### src/rtl/rst_timeout_seq.sv
`timescale 1ns/1ps
module rst_timeout_seq #(
  parameter int PWRT_TICKS = 72,
  parameter int PLL_TICKS  = 2,
  parameter int OST_CYCLES = 1024
) (
  input  logic       clk,
  input  logic       por_i,
  input  logic       bor_i,
  input  logic       wake_i,
  input  logic       mclr_n_i,
  input  logic       pwrt_dis_i,
  input  logic [2:0] osc_mode_i,
  input  logic       pll_en_i,
  input  logic       tick_i,
  output logic [2:0] stage_o,
  output logic       run_o,
  output logic       core_rst_o
);
  localparam logic [2:0] S_DONE = 3'd0;
  localparam logic [2:0] S_PWRT = 3'd1;
  localparam logic [2:0] S_OST  = 3'd2;
  localparam logic [2:0] S_PLL  = 3'd3;
  localparam logic [2:0] S_ARM  = 3'd4;
  localparam int MAX_AB = (PWRT_TICKS > PLL_TICKS) ? PWRT_TICKS : PLL_TICKS;
  localparam int MAXC   = (OST_CYCLES > MAX_AB) ? OST_CYCLES : MAX_AB;
  localparam int CW     = $clog2(MAXC + 1);

  logic [2:0]    stage_q, stage_d;
  logic [CW-1:0] cnt_q;
  logic          cnt_clr, cnt_inc;
  logic [1:0]    pin_q;
  logic          run_q;
  logic          xtal, pll_need, pw_end, ost_end, pll_end;
  logic [2:0]    after_pwrt, after_ost;

  assign xtal       = osc_mode_i <= 3'd2;
  assign pll_need   = (osc_mode_i == 3'd2) && pll_en_i;
  assign after_ost  = pll_need ? S_PLL : S_DONE;
  assign after_pwrt = xtal ? S_OST : S_DONE;
  assign pw_end     = tick_i && (cnt_q == CW'(PWRT_TICKS - 1));
  assign pll_end    = tick_i && (cnt_q == CW'(PLL_TICKS - 1));
  assign ost_end    = cnt_q == CW'(OST_CYCLES - 1);
  assign cnt_inc    = (stage_q == S_OST) ||
                      (((stage_q == S_PWRT) || (stage_q == S_PLL)) && tick_i);

  always_comb begin
    stage_d = stage_q;
    cnt_clr = 1'b0;
    if (bor_i) begin
      stage_d = S_PWRT;
      cnt_clr = 1'b1;
    end else begin
      case (stage_q)
        S_ARM: begin
          stage_d = pwrt_dis_i ? after_pwrt : S_PWRT;
          cnt_clr = 1'b1;
        end
        S_PWRT: if (pw_end) begin
          stage_d = after_pwrt;
          cnt_clr = 1'b1;
        end
        S_OST: if (ost_end) begin
          stage_d = after_ost;
          cnt_clr = 1'b1;
        end
        S_PLL: if (pll_end) begin
          stage_d = S_DONE;
          cnt_clr = 1'b1;
        end
        S_DONE: if (wake_i) begin
          stage_d = after_pwrt;
          cnt_clr = 1'b1;
        end
        default: begin
          stage_d = S_ARM;
          cnt_clr = 1'b1;
        end
      endcase
    end
  end

  always_ff @(posedge clk or posedge por_i) begin
    if (por_i) begin
      stage_q <= S_ARM;
      cnt_q   <= '0;
      pin_q   <= '0;
      run_q   <= 1'b0;
    end else begin
      stage_q <= stage_d;
      if (cnt_clr)      cnt_q <= '0;
      else if (cnt_inc) cnt_q <= cnt_q + 1'b1;
      pin_q   <= {pin_q[0], mclr_n_i};
      run_q   <= (stage_q == S_DONE) && (stage_d == S_DONE) && pin_q[1];
    end
  end

  assign stage_o    = stage_q;
  assign run_o      = run_q;
  assign core_rst_o = ~run_q;
endmodule

### config.mk
export PLATFORM = sky130hd
export DESIGN_NAME = rst_timeout_seq
export DESIGN_NICKNAME = d
export VERILOG_FILES = /design/src/rtl/rst_timeout_seq.sv
export SDC_FILE = /design/constraint.sdc
export NUM_CORES = 1
export LEC_CHECK = 0
export BUFFER_PORTS_ARGS = -buffer_cell sky130_fd_sc_hd__buf_2
export CORE_MARGIN = 2
export CORE_UTILIZATION = 52
export CTS_BUF_LIST = sky130_fd_sc_hd__clkbuf_8
export DETAILED_ROUTE_END_ITERATION = 16
export GPL_TIMING_DRIVEN = 0
export PLACE_DENSITY_LB_ADDON = 0.25
export SYNTH_ARGS = -nofsm -noshare
export SYNTH_HDL_FRONTEND = slang
export SYNTH_SLANG_ARGS = --single-unit
### constraint.sdc
create_clock -name clk -period 1.65 [get_ports clk]
set_clock_uncertainty 0.2 [all_clocks]
set_input_delay 0.165 -clock clk [delete_from_list [all_inputs] [get_ports clk]]
set_output_delay 0.165 -clock clk [all_outputs]
set_load 0.02 [all_outputs]
# --- After elaboration in Yosys (flattened, before gate mapping) ---
# Cells that the tools add are included.
word_totals:
  regBits: 17
  out_inout_bits: 5
  word_cells: 43
classes:
  n_addsub: 1
  magnitude_cmp: 1
  n_eq_ne: 8
  mux: 17
  bitwise_logic: 1
  reduce_logical: 11
op_table:
  columns: ["op", "n"]
  rows:
  - ["$mux 11", 2]
  - ["$mux 3", 5]
  - ["$pmux 3 s5", 1]
  - ["$add 11x1->11 const B", 1]
  - ["$eq 11x1->1 const B", 1]
  - ["$eq 11x10->1 const B", 1]
  - ["$eq 11x7->1 const B", 1]
  - ["$eq 3x2->1 const B", 3]
  - ["$logic_and 1x1->1", 6]
  - ["$logic_not 3->1", 2]
  - ["$mux 2", 3]
  - ["$mux 1", 5]
  - ["$pmux 1 s4", 1]
  - ["$eq 3x1->1 const B", 1]
  - ["$eq 3x3->1 const B", 1]
  - ["$le 3x2->1 const B", 1]
  - ["$logic_or 1x1->1", 2]
  - ["$reduce_bool 2->1", 1]
  - ["$not 1->1", 1]

# --- Longest topological paths before layout ---
# Gate-level depths: netlist of run 1.
depth:
  ltp_word: 9
  mapped_depth: 7
  ltp_nobuf: 6

# --- Worst setup path before layout of run 1 ---
# No wires, ideal clock.
synth_path:
  path_kind: "reg-to-reg"
  startpoint: "register stage_q[1] (netlist: stage_o[1])"
  endpoint: "register cnt_q[8]"
  arrival_time_ps: 1586
  required_ps: 1324
  slack_ps: -262
  path_stages_with_launch: 7
  n_path_buf: 2
  synth_period_minus_slack_ps: 1912
  cell_sequence: "dfrtp_1 buf_2 or3b_2 nor4_2 a211o_1 buf_4 a21oi_1"
synth_between:
  elab_chain_len: 5
  word_cells_on_any_way: 11
  cone_classes: "3 x eq/ne; 3 x mux; 5 x reduce/logical"
synth_rtl:
  columns: ["element", "line", "text"]
  rows:
  - ["start, declared", "29", "logic [2:0] stage_q, stage_d;"]
  - ["start signal, assigned", "90", "stage_q <= stage_d;"]
  - ["branches (longest 5 deep; another with $mux 11)", null, null]
  - ["end signal, assigned", "92", "else if (cnt_inc) cnt_q <= cnt_q + 1'b1;"]
  - ["end, declared", "30", "logic [CW-1:0] cnt_q;"]
# Several ways; the timed one is not identified.
# A chain may end at the register's enable or synchronous reset.

# --- Worst setup path in the final report of run 1 ---
layout_path:
  startpoint: "register cnt_q[1]"
  endpoint: "register cnt_q[0]"
layout_between:
  elab_chain_len: 6
  word_cells_on_any_way: 12
  cone_classes: "3 x eq/ne; 6 x mux; 3 x reduce/logical"
layout_rtl:
  columns: ["element", "line", "text"]
  rows:
  - ["$eq 11x1->1 / $eq 11x7->1 (equally long branches)", "42, 41", null]
  - ["$logic_and 1x1->1 (on tied branches)", "42, 41", null]
  - ["$mux 1 (on tied branches)", "67, 59", null]
  - ["$pmux 1 s4 *", "54", "case (stage_q)"]
  - ["$mux 1 *", "50", "if (bor_i) begin"]
  - ["$mux 11 / $reduce_bool 2->1 (equally long branches)", null, null]
# Mark *: on every way between the ends. The rest lies on a longest branch, timed or not.

==> impl_metrics.toml, run 1 <==
[run_status]
outcome = "finished with violations"
failed_checks = "negative setup slack"

[logic_synthesis]
synth_simple_gate_area_share_pct = 31.0
ys_ff_latch = 17
main_combinational_cell_family_by_area_after_synthesis = "simple AND/OR/NAND/NOR gates"
synth-warning-count = 0
synth_fa_ha_area_share_pct = 2.37
synthesis.instances = 116
ys.flop_type = "sky130_fd_sc_hd__dfrtp_1"
async_flop_share_pct = 100
post_synth_mux_area_share_pct = 2.25
yosysUniqueCellTypes = 43
synth_area_per_inst_um2 = 9.09
area_of_the_mapped_netlist_um2 = 1050
number_of_enable_type_register_cells_in_the_synthesized_netlist = 0
area_fraction_in_compound_gates_after_synthesis_pct = 11.9
synth_sequential_area_ratio_pct = 40.5
mappedNetlistNets = 129
synth-xor-area-share_pct = 5.81

[sta]
worst_hold_slack_ns = 0.0305
timing_hold_violations_final = 0
finalWorstPathRequiredPeriod_ns = 1.89
timing.fmax_ghz = 0.530
timing_max_transition_violations_final = 0
report.final.setup_viol = 14
grt_setup_unrepaired = "yes"
worst_pin_slew_ns = 0.646
worst_case_headroom_to_the_max_slew_limit_pct = 56.9
final_critical_path_setup_slack_ns = -0.237
final.setup.tns_ns = -2.88
timing.final.crit_share_pct = 114

[finish]
layout.cells.non_filler = 176
num-nets-final = 163
area_growth_from_synthesis_to_final_layout_pct = 40.2
final-seq-area_um2 = 430
combined_area_of_the_multi_input_logic_cells_um2 = 679
antennaDiodeCount = 0
n_fill_cell = 140
layout-drive-gt1-share_pct = 39.6
postLayoutCoreUtil_pct = 76.2

[critical_path]
critical_path_class = "reg -> reg"
path_cells = "inv_2, ha_4, or4bb_1, o21ai_1, a211o_1, buf_6, nor2_2"
cpMaxStageDelayCell = "sky130_fd_sc_hd__dfrtp_1"
critPathMaxFanout = 5
worst_r2r_path_depth = 7
cp_data_required_time_ns = 1.59
cell_family_with_the_largest_share_of_critical_path_delay = "flip-flops"
crit_path_max_incr_delay_ns = 0.44
path_depth = 7
worst-path-buf-inv = 2
cp_data_arrival_time_ns = 1.83
critPathCaptureType = "flip-flop"
startpoint_class = "flip-flop"

[placement]
post-place-cells = 158
place_congestion = 0.811
port_buffers = 15
detailedPlacementHpwl_mm = 1.65

[clock_network]
tritoncts = "yes"
cts-root-to-sink-buffers = 2
htreeDepth = 1
clk_root_buffer_cell = "sky130_fd_sc_hd__clkbuf_8"
post_cts_clock_slew_at_the_launch_and_capture_registers_of_the_worst_setup_and_hold_paths_ns = 0.07
clkSinkCount = 17
clk_latency_worst_skew_pair_ns = 0.25
cts-buffers-inserted = 3

[power_and_ir_drop]
ir_drop_uv = 597
cellPowerDensity_nw_per_um2 = 589
leakage_component_of_the_power_nw = 0.621
power_uw = 871

[detailed_routing]
detail_route.wl_per_cell_um = 15.7
detailroute.via_count = 1039
number_of_drc_violations_after_detailed_routing = 0
route.final.wire_length_mm = 2.77
drt_pre_antenna_iters = 4
first_iter_violations = 42
detail-route-antenna-nets = 0
post_drt_via_cell_ratio = 5.90

[global_routing]
number_of_global_route_vias_before_repair = 1022
global_route_wire_length_before_repair_mm = 4.51
antenna_violations_before_repair = 0
grt_remaining_overflow = 0
grt_start_max_net_pins = 18
grt_usage_pct = 24.1

[hold_path]
hold_path.class = "in -> reg"
hold-path-cell-count = 3

[floorplan]
die_w_um = 49.0
die_area_um2 = 2400
die_h_um = 49.0
placement_rows = 16
design.core.area_um2 = 1940
floorplan.initialDensity_pct = 54.3
boundaryPins = 16

[job]
maxCapViolations = 0
## repair_timing
action	in CTS	in global routing
gates resized for setup	12	12
endpoints found under the hold margin	18	0
setup endpoints to repair	14	14
gates cloned	1	0
hold buffers	3	0
setup buffers	8	6
pin swaps	5	4
## through the flow
| stage | setup slack, ns | cell area [um^2] |
|---|---|---|
| floorplan | -0.173 | 1090 |
| global route | -0.297 | 1480 |
| global placement | -0.390 | 1200 |
| detailed placement | -0.500 | 1200 |
| finish | -0.237 | 1480 |
| CTS | -0.169 | 1390 |
## state kept, by name, summed over array words and instances (netlist names)
name	flops
run_o	1
pin_q	2
stage_o	3
cnt_q	11
## final timing paths
kind                                    to  slack, ns     start
worst max-delay path              cnt_q[0]      -0.24  cnt_q[1]
worst min-delay path            stage_o[0]       0.03     bor_i
worst max register to register    cnt_q[0]      -0.24  cnt_q[1]
worst min register to register    pin_q[1]       0.15  pin_q[0]
max in group asynchronous       stage_o[1]       0.45     por_i
min in group asynchronous         cnt_q[4]       0.34     por_i
## power breakdown
| part | switching (mW) | internal [mW] | leakage (nW) |
|---|---|---|---|
| registers | 0.00746 | 0.425 | 0.218 |
| logic | 0.0597 | 0.0672 | 0.376 |
| clock network | 0.147 | 0.165 | 0.0269 |
| total | 0.214 | 0.657 | 0.621 |
## cells in the mapped netlist, drive strengths merged, types with 2 or more instances
cell type  number  area share (%)
dfrtp          16              38
nor2           15             5.3
inv             7             2.5
xnor2           7             5.8
buf             5             3.1
nand2           5             1.8
nand3           5             2.4
nor4            5             3.6
a21oi           4             1.9
nand4           4             2.4
and3            3             1.8
nor3            3             1.4
nor4b           3             2.5
o21ai           3             1.4
a211o           2             1.7
a31o            2             1.7
clkbuf          2            0.71
ha              2             2.4
mux2i           2             2.3
nor3b           2             1.4
or3             2             1.2
## worst reg2reg max path, cell delays in order, from the launching register on
cell and delay [ns]:
sky130_fd_sc_hd__dfrtp_1 0.44, sky130_fd_sc_hd__inv_2 0.09, sky130_fd_sc_hd__ha_4 0.12, sky130_fd_sc_hd__or4bb_1 0.40
sky130_fd_sc_hd__o21ai_1 0.11, sky130_fd_sc_hd__a211o_1 0.22, sky130_fd_sc_hd__buf_6 0.16, sky130_fd_sc_hd__nor2_2 0.04
## layout make-up
cell class / instances / area share, %
inverter: 7 / 1.78
tap: 27 / 2.28
sequential: 17 / 29.1
clock inverter: 1 / 0.254
clock buffer: 3 / 2.79
timing repair buffer: 33 / 16.1
multi-input combinational: 85 / 45.9
buffer: 3 / 1.78
## metal layers
metal  track usage [%]  part of all wire, %  vias to the layer above
li1                  -                    -                      491
met1              29.8                   44                      513
met2              42.7                   51                       27
met3              3.68                  3.3                        8
met4              8.57                  1.9                        0
met5                 0                    0                        -
## layout by cell type (no fill, tap or decap), types with 2 or more instances in the layout
master and count:
sky130_fd_sc_hd__xnor2_1 7, sky130_fd_sc_hd__buf_4 12, sky130_fd_sc_hd__buf_6 4, sky130_fd_sc_hd__inv_1 7, sky130_fd_sc_hd__nor3_1 3, sky130_fd_sc_hd__and3_1 3
sky130_fd_sc_hd__nor3b_1 2, sky130_fd_sc_hd__clkbuf_8 3, sky130_fd_sc_hd__or3_1 2, sky130_fd_sc_hd__nor2_1 11, sky130_fd_sc_hd__nor4_1 3, sky130_fd_sc_hd__dfrtp_1 13
sky130_fd_sc_hd__nand3_1 4, sky130_fd_sc_hd__nand2_1 5, sky130_fd_sc_hd__a211o_1 2, sky130_fd_sc_hd__dlygate4sd3_1 3, sky130_fd_sc_hd__ha_4 2, sky130_fd_sc_hd__dfrtp_2 3
sky130_fd_sc_hd__buf_2 15, sky130_fd_sc_hd__nand4_1 4, sky130_fd_sc_hd__a21oi_1 2, sky130_fd_sc_hd__nor4_4 2, sky130_fd_sc_hd__nor4b_1 2, sky130_fd_sc_hd__nor2_2 4
sky130_fd_sc_hd__o21ai_0 2, sky130_fd_sc_hd__a31o_2 2
## cells by family (layout without fill, tap and decap cells)
logic type                 count (synthesis)  in the layout
AOI/OAI and AO/OA                         18             18
xor gates and xnor gates                   7              7
adders and majority gates                  2              2
buffers and inverters                     14             47
DFF                                       17             17
muxes                                      2              2
and+or+nand+nor                           56             56
Power figures use the tool's default switching activity.
==> run 2: changes to the inputs <==
--- a/config.mk
+++ b/config.mk
@@ -6,8 +6,9 @@
 export NUM_CORES = 1
 export LEC_CHECK = 0
 export BUFFER_PORTS_ARGS = -buffer_cell sky130_fd_sc_hd__buf_2
+export CORE_ASPECT_RATIO = 1.75
 export CORE_MARGIN = 2
-export CORE_UTILIZATION = 52
+export CORE_UTILIZATION = 35
 export CTS_BUF_LIST = sky130_fd_sc_hd__clkbuf_8
 export DETAILED_ROUTE_END_ITERATION = 16
 export GPL_TIMING_DRIVEN = 0
==> constraint.sdc (replaced) <==
create_clock -name clk -period 1.85 [get_ports clk]
set_clock_uncertainty 0.2 [all_clocks]
set_input_delay 0.185 -clock clk [delete_from_list [all_inputs] [get_ports clk]]
set_output_delay 0.185 -clock clk [all_outputs]
set_load 0.02 [all_outputs]
==> run 2 against run 1 <==
  * The run still ends with negative setup slack left
  * Maximum frequency is 2.2% lower
  * Design area is 1.5% higher
  * Hold slack better by 0.053 ns
  * Sequential power is 11% lower
  * Largest power group unchanged
  * Via count is 3.0% higher
  * Flip-flop and latch count stayed put
  * Power is 11% lower
  * Count of clock-buffer cells in the layout stayed put
==> impl_metrics.toml, run 2 (same netlist as run 1, synthesis figures left out) <==
[run_status]
outcome = "finished with violations"
failed_checks = "negative setup slack"

[finish]
layout.cell_area.non_filler_um2 = 1500
final_cell_mix = "sky130_fd_sc_hd__buf_2 (17), sky130_fd_sc_hd__nor2_1 (12), sky130_fd_sc_hd__buf_4 (12)"
commonest_non_fill_non_tap_cell_in_the_layout = "sky130_fd_sc_hd__buf_2"
layout-drive-gt1-share_pct = 41.7
antennaDiodeCount = 0
largest_register_ff_count = 11
top_register = "cnt_q"
n_fill_cell = 256
num-nets-final = 165
area_growth_from_synthesis_to_final_layout_pct = 42.3

[sta]
timing_max_transition_violations_final = 0
timing.final.crit_share_pct = 104
timing_hold_violations_final = 0
worst_hold_slack_ns = 0.0838
report.final.setup_viol = 14
worst_pin_slew_ns = 0.666
grt_setup_unrepaired = "yes"
worst_case_headroom_to_the_max_slew_limit_pct = 55.5
final_critical_path_setup_slack_ns = -0.0794
finalWorstPathRequiredPeriod_ns = 1.93
timing.fmax_ghz = 0.518

[global_routing]
antenna_violations_before_repair = 0
grt_start_max_net_pins = 18
global_route_wire_length_before_repair_mm = 4.57
number_of_global_route_vias_before_repair = 1022
grt_remaining_overflow = 0
grt-busiest-layer = "met2"
grt_usage_pct = 17.4
grt_use_met3_pct = 2.84
gr-usage-met2_pct = 30.7
globalRouteMet1Util_pct = 18.7

[clock_network]
cts-buffers-inserted = 3
htreeDepth = 1
tritoncts = "yes"
clkSinkCount = 17
clk_latency_worst_skew_pair_ns = 0.26
clk_root_buffer_cell = "sky130_fd_sc_hd__clkbuf_8"
cts-root-to-sink-buffers = 2
post_cts_clock_slew_at_the_launch_and_capture_registers_of_the_worst_setup_and_hold_paths_ns = 0.07

[detailed_routing]
post_drt_via_cell_ratio = 5.98
number_of_drc_violations_after_detailed_routing = 0
route.final.wire_length_mm = 2.96
detail_route.wl_per_cell_um = 16.6
first_iter_violations = 41
detailroute.via_count = 1070
drt_pre_antenna_iters = 4
detail-route-antenna-nets = 0

[hold_path]
hold_path.class = "in -> reg"

[floorplan]
boundaryPins = 16
die_w_um = 45.5
placement_rows = 26
die_h_um = 76.6
die_area_um2 = 3490
floorplan.initialDensity_pct = 36.4
design.core.area_um2 = 2900

[critical_path]
critical_path_class = "reg -> reg"
startpoint_class = "flip-flop"
cp_data_arrival_time_ns = 1.88
cp_data_required_time_ns = 1.80
critPathCaptureType = "flip-flop"
critPathMaxFanout = 5

[placement]
placed_cell_area_um2 = 1180
pre_cts_slack_ns = -0.389
port_buffers = 15
place_congestion = 0.788
detailedPlacementHpwl_mm = 1.93

[power_and_ir_drop]
p_clk_share_pct = 37.8
netSwitchingPower_uw = 199
sequentialPowerShare_pct = 49.4
leakage_component_of_the_power_nw = 0.657
ir_drop_uv = 343
power_uw = 779
comb_power_share_pct = 12.8
power_switching_share_pct = 25.6
power.internal_uw = 579
cellPowerDensity_nw_per_um2 = 519

[job]
maxCapViolations = 0
## run 2: cell types whose count changed in the layout (fill, tap and decap cells not counted), moves of 2 or more
cell,previous run,this run
sky130_fd_sc_hd__buf_2,15,17
sky130_fd_sc_hd__dfrtp_1,13,11
sky130_fd_sc_hd__dfrtp_2,3,5
sky130_fd_sc_hd__or3_1,2,0
sky130_fd_sc_hd__or3_4,0,2
## run 2: final cells by class
| class | instances | area [um^2] | area share [%] |
|---|---|---|---|
| buffer | 4 | 32.5 | 2.17 |
| clock buffer | 3 | 41.3 | 2.75 |
| clock inverter | 1 | 5.00 | 0.333 |
| inverter | 7 | 26.3 | 1.75 |
| multi-input combinational | 85 | 678 | 45.2 |
| sequential | 17 | 433 | 28.8 |
| tap | 28 | 35.0 | 2.33 |
| timing repair buffer | 34 | 250 | 16.7 |
## run 2: through the flow
| stage | util [%] | TNS [ns] | cells |
|---|---|---|---|
| after CTS | 46.5 | 0 | 167 |
| final | 51.9 | -0.826 | 179 |
| after detailed placement | 40.6 | -3.01 | 159 |
| after global routing | 51.9 | -1.37 | 179 |
| after global placement | 40.6 | -2.45 | 159 |
| after floorplan | - | 0 | 116 |
## run 2: metal layers
layer	routed length [um]	part of all wire (%)
met5	0	0
met1	1080	37
met4	139	4.7
met2	1620	55
met3	122	4.1
## run 2: path summary, 6_finish.rpt
kind,startpoint,endpoint,slack (ns),cells past startpoint
max,cnt_q[1],cnt_q[8],-0.08,7
min in group asynchronous,por_i,pin_q[0],0.36,3
min,pwrt_dis_i,stage_o[0],0.08,4
max reg2reg,cnt_q[1],cnt_q[8],-0.08,7
min reg2reg,pin_q[0],pin_q[1],0.15,0
max in group asynchronous,por_i,stage_o[0],0.62,3
## run 2: what timing repair did
item | 4_1_cts | 5_1_grt
gates resized for setup | 10 | 20
pin swaps | 5 | 7
hold buffers | 3 | 0
gates cloned | 0 | 1
setup endpoints to repair | 15 | 14
buffers inserted | 4 | 11
hold endpoints to repair | 18 | 0
## run 2: worst max-delay path, stage by stage, from the launching register on
cell and delay [ns]:
sky130_fd_sc_hd__dfrtp_1 0.42, sky130_fd_sc_hd__inv_1 0.07, sky130_fd_sc_hd__ha_1 0.16, sky130_fd_sc_hd__or4bb_1 0.39, sky130_fd_sc_hd__o21ai_0 0.11, sky130_fd_sc_hd__a211o_1 0.26
sky130_fd_sc_hd__buf_6 0.17, sky130_fd_sc_hd__a21oi_2 0.04
## run 2: power by group through the flow
stage	combinational, mW	clock [mW]	sequential [mW]
after floorplan	0.0394	0	0.390
after global placement	0.0609	0	0.391
after detailed placement	0.0640	0	0.392
after CTS	0.0871	0.293	0.385
after global routing	0.109	0.319	0.386
final	0.0998	0.294	0.385
==> run 3: changes to the inputs <==
--- a/config.mk
+++ b/config.mk
@@ -6,6 +6,8 @@
 export NUM_CORES = 1
 export LEC_CHECK = 0
 export BUFFER_PORTS_ARGS = -buffer_cell sky130_fd_sc_hd__buf_2
+export CELL_PAD_IN_SITES_DETAIL_PLACEMENT = 1
+export CELL_PAD_IN_SITES_GLOBAL_PLACEMENT = 1
 export CORE_ASPECT_RATIO = 1.75
 export CORE_MARGIN = 2
 export CORE_UTILIZATION = 35
@@ -13,6 +15,7 @@
 export DETAILED_ROUTE_END_ITERATION = 16
 export GPL_TIMING_DRIVEN = 0
 export PLACE_DENSITY_LB_ADDON = 0.25
+export SKIP_CTS_REPAIR_TIMING = 1
 export SYNTH_ARGS = -nofsm -noshare
 export SYNTH_HDL_FRONTEND = slang
 export SYNTH_SLANG_ARGS = --single-unit
==> run 3 against run 2 <==
  * The flow still finishes with violations (negative setup slack)
  * Power fell by 0.41%
  * Worst setup slack improved by 0.061 ns
  * Flip-flop and latch count did not move
  * Sequential power barely moved
  * Hold slack improved by 0.0041 ns
  * Die area did not move
  * Count of clock-buffer cells in the layout did not move
  * Register-to-register slack improved by 0.06 ns
  * Largest cell class unchanged
==> impl_metrics.toml, run 3 (same netlist as run 1, synthesis figures left out) <==
[detailed_routing]
drt_pre_antenna_iters = 4
detail-route-antenna-nets = 0
first_iter_violations = 41
number_of_drc_violations_after_detailed_routing = 0
detailroute.via_count = 1006
post_drt_via_cell_ratio = 5.92
detail_route.wl_per_cell_um = 19.2
route.final.wire_length_mm = 3.26

[sta]
grt_setup_unrepaired = "yes"
worst_pin_slew_ns = 0.716
final.setup.tns_ns = -0.117
worst_hold_slack_ns = 0.0879
timing_max_transition_violations_final = 0
report.final.setup_viol = 10
finalWorstPathRequiredPeriod_ns = 1.87
timing.fmax_ghz = 0.535
worst_case_headroom_to_the_max_slew_limit_pct = 52.2
final_critical_path_setup_slack_ns = -0.0188
timing_hold_violations_final = 0
timing.final.crit_share_pct = 101

[finish]
layout-drive-gt1-share_pct = 39.4
num-nets-final = 156
antennaDiodeCount = 0
final_cell_mix = "sky130_fd_sc_hd__buf_2 (16), sky130_fd_sc_hd__nor2_1 (12), sky130_fd_sc_hd__dfrtp_1 (10)"
area_growth_from_synthesis_to_final_layout_pct = 33.6
largest_register_ff_count = 11
top_register = "cnt_q"
commonest_non_fill_non_tap_cell_in_the_layout = "sky130_fd_sc_hd__buf_2"
n_fill_cell = 328

[placement]
place_congestion = 0.802
port_buffers = 15
detailedPlacementHpwl_mm = 2.13
pre_cts_slack_ns = -0.337

[global_routing]
grt_usage_pct = 18.8
grt-busiest-layer = "met2"
number_of_global_route_vias_before_repair = 1018
grt_use_met3_pct = 2.13
grt_start_max_net_pins = 18
antenna_violations_before_repair = 0
globalRouteMet1Util_pct = 19.9
gr-usage-met2_pct = 34.6
grt_remaining_overflow = 0
global_route_wire_length_before_repair_mm = 4.87

[floorplan]
placement_rows = 26
design.core.area_um2 = 2900
die_area_um2 = 3490
boundaryPins = 16
floorplan.initialDensity_pct = 36.4
die_h_um = 76.6
die_w_um = 45.5

[run_status]
failed_checks = "negative setup slack"
outcome = "finished with violations"

[power_and_ir_drop]
sequentialPowerShare_pct = 50.1
power_uw = 776
p_clk_share_pct = 37.3
netSwitchingPower_uw = 197
comb_power_share_pct = 12.7
leakage_component_of_the_power_nw = 0.582
ir_drop_uv = 341
cellPowerDensity_nw_per_um2 = 551
power.internal_uw = 579
power_switching_share_pct = 25.4

[clock_network]
clk_latency_worst_skew_pair_ns = 0.26
cts-root-to-sink-buffers = 2
clkSinkCount = 17
clk_root_buffer_cell = "sky130_fd_sc_hd__clkbuf_8"
cts-buffers-inserted = 3
tritoncts = "yes"
htreeDepth = 1
post_cts_clock_slew_at_the_launch_and_capture_registers_of_the_worst_setup_and_hold_paths_ns = 0.07

[critical_path]
critPathCaptureType = "flip-flop"
critical_path_class = "reg -> reg"
cp_data_required_time_ns = 1.80
cp_data_arrival_time_ns = 1.82
critPathMaxFanout = 10
startpoint_class = "flip-flop"

[hold_path]
hold_path.class = "in -> reg"

[job]
maxCapViolations = 0
## run 3: changes by cell type in the layout (fill, tap and decap cells not counted), sizes merged
cell,previous run,this run
buf,34,25
clkbuf,3,4
dlymetal6s2s,1,0
## run 3: worst paths after layout
| check | from | endpoint | slack, ns | depth (start not counted) |
|---|---|---|---|---|
| hold / removal | pwrt_dis_i | stage_o[0] | 0.09 | 4 |
| setup reg to reg | stage_o[1] | cnt_q[10] | -0.02 | 6 |
| hold reg to reg | pin_q[0] | pin_q[1] | 0.15 | 0 |
| min in group asynchronous | por_i | pin_q[0] | 0.39 | 3 |
| max in group asynchronous | por_i | cnt_q[0] | 0.56 | 3 |
| setup / recovery | stage_o[1] | cnt_q[10] | -0.02 | 6 |
## run 3: cell type report
type,instances,area (um^2),area share (%)
multi-input cells,85,669,47.5
flip-flops and latches,17,434,30.8
repair buffers,25,165,11.7
clock buffers,3,41.3,2.93
well taps,28,35.0,2.49
plain buffers,4,32.5,2.31
inverters,7,26.3,1.87
clock inverters,1,5.00,0.355
## run 3: metal layers
layer / share of wire [%] / routed length [um] / vias to the layer above
met5: 0 / 0 / -
met4: 0.77 / 25 / 0
met3: 2.0 / 66 / 4
met2: 62 / 2040 / 20
met1: 35 / 1130 / 503
li1: - / - / 479
## run 3: metrics by stage
stage / area [um^2] / std cells / util [%]
after global routing: 1410 / 170 / 48.7
after CTS: 1220 / 163 / 42.2
final: 1410 / 170 / 48.7
after floorplan: 1070 / 116 / -
after global placement: 1180 / 159 / 40.6
after detailed placement: 1180 / 159 / 40.6
## run 3: power groups by stage
stage	combinational, mW	clock (mW)	sequential [mW]
CTS	0.0648	0.301	0.385
global placement	0.0618	0	0.391
finish	0.0982	0.289	0.388
floorplan	0.0394	0	0.390
detailed placement	0.0642	0	0.392
global route	0.108	0.324	0.390
## run 3: critical path: stages (launching register included)
cell	delay, ns
sky130_fd_sc_hd__dfrtp_2	0.37
sky130_fd_sc_hd__buf_6	0.14
sky130_fd_sc_hd__or3b_4	0.40
sky130_fd_sc_hd__nor4_4	0.21
sky130_fd_sc_hd__a211o_1	0.24
sky130_fd_sc_hd__buf_6	0.16
sky130_fd_sc_hd__a21oi_1	0.05
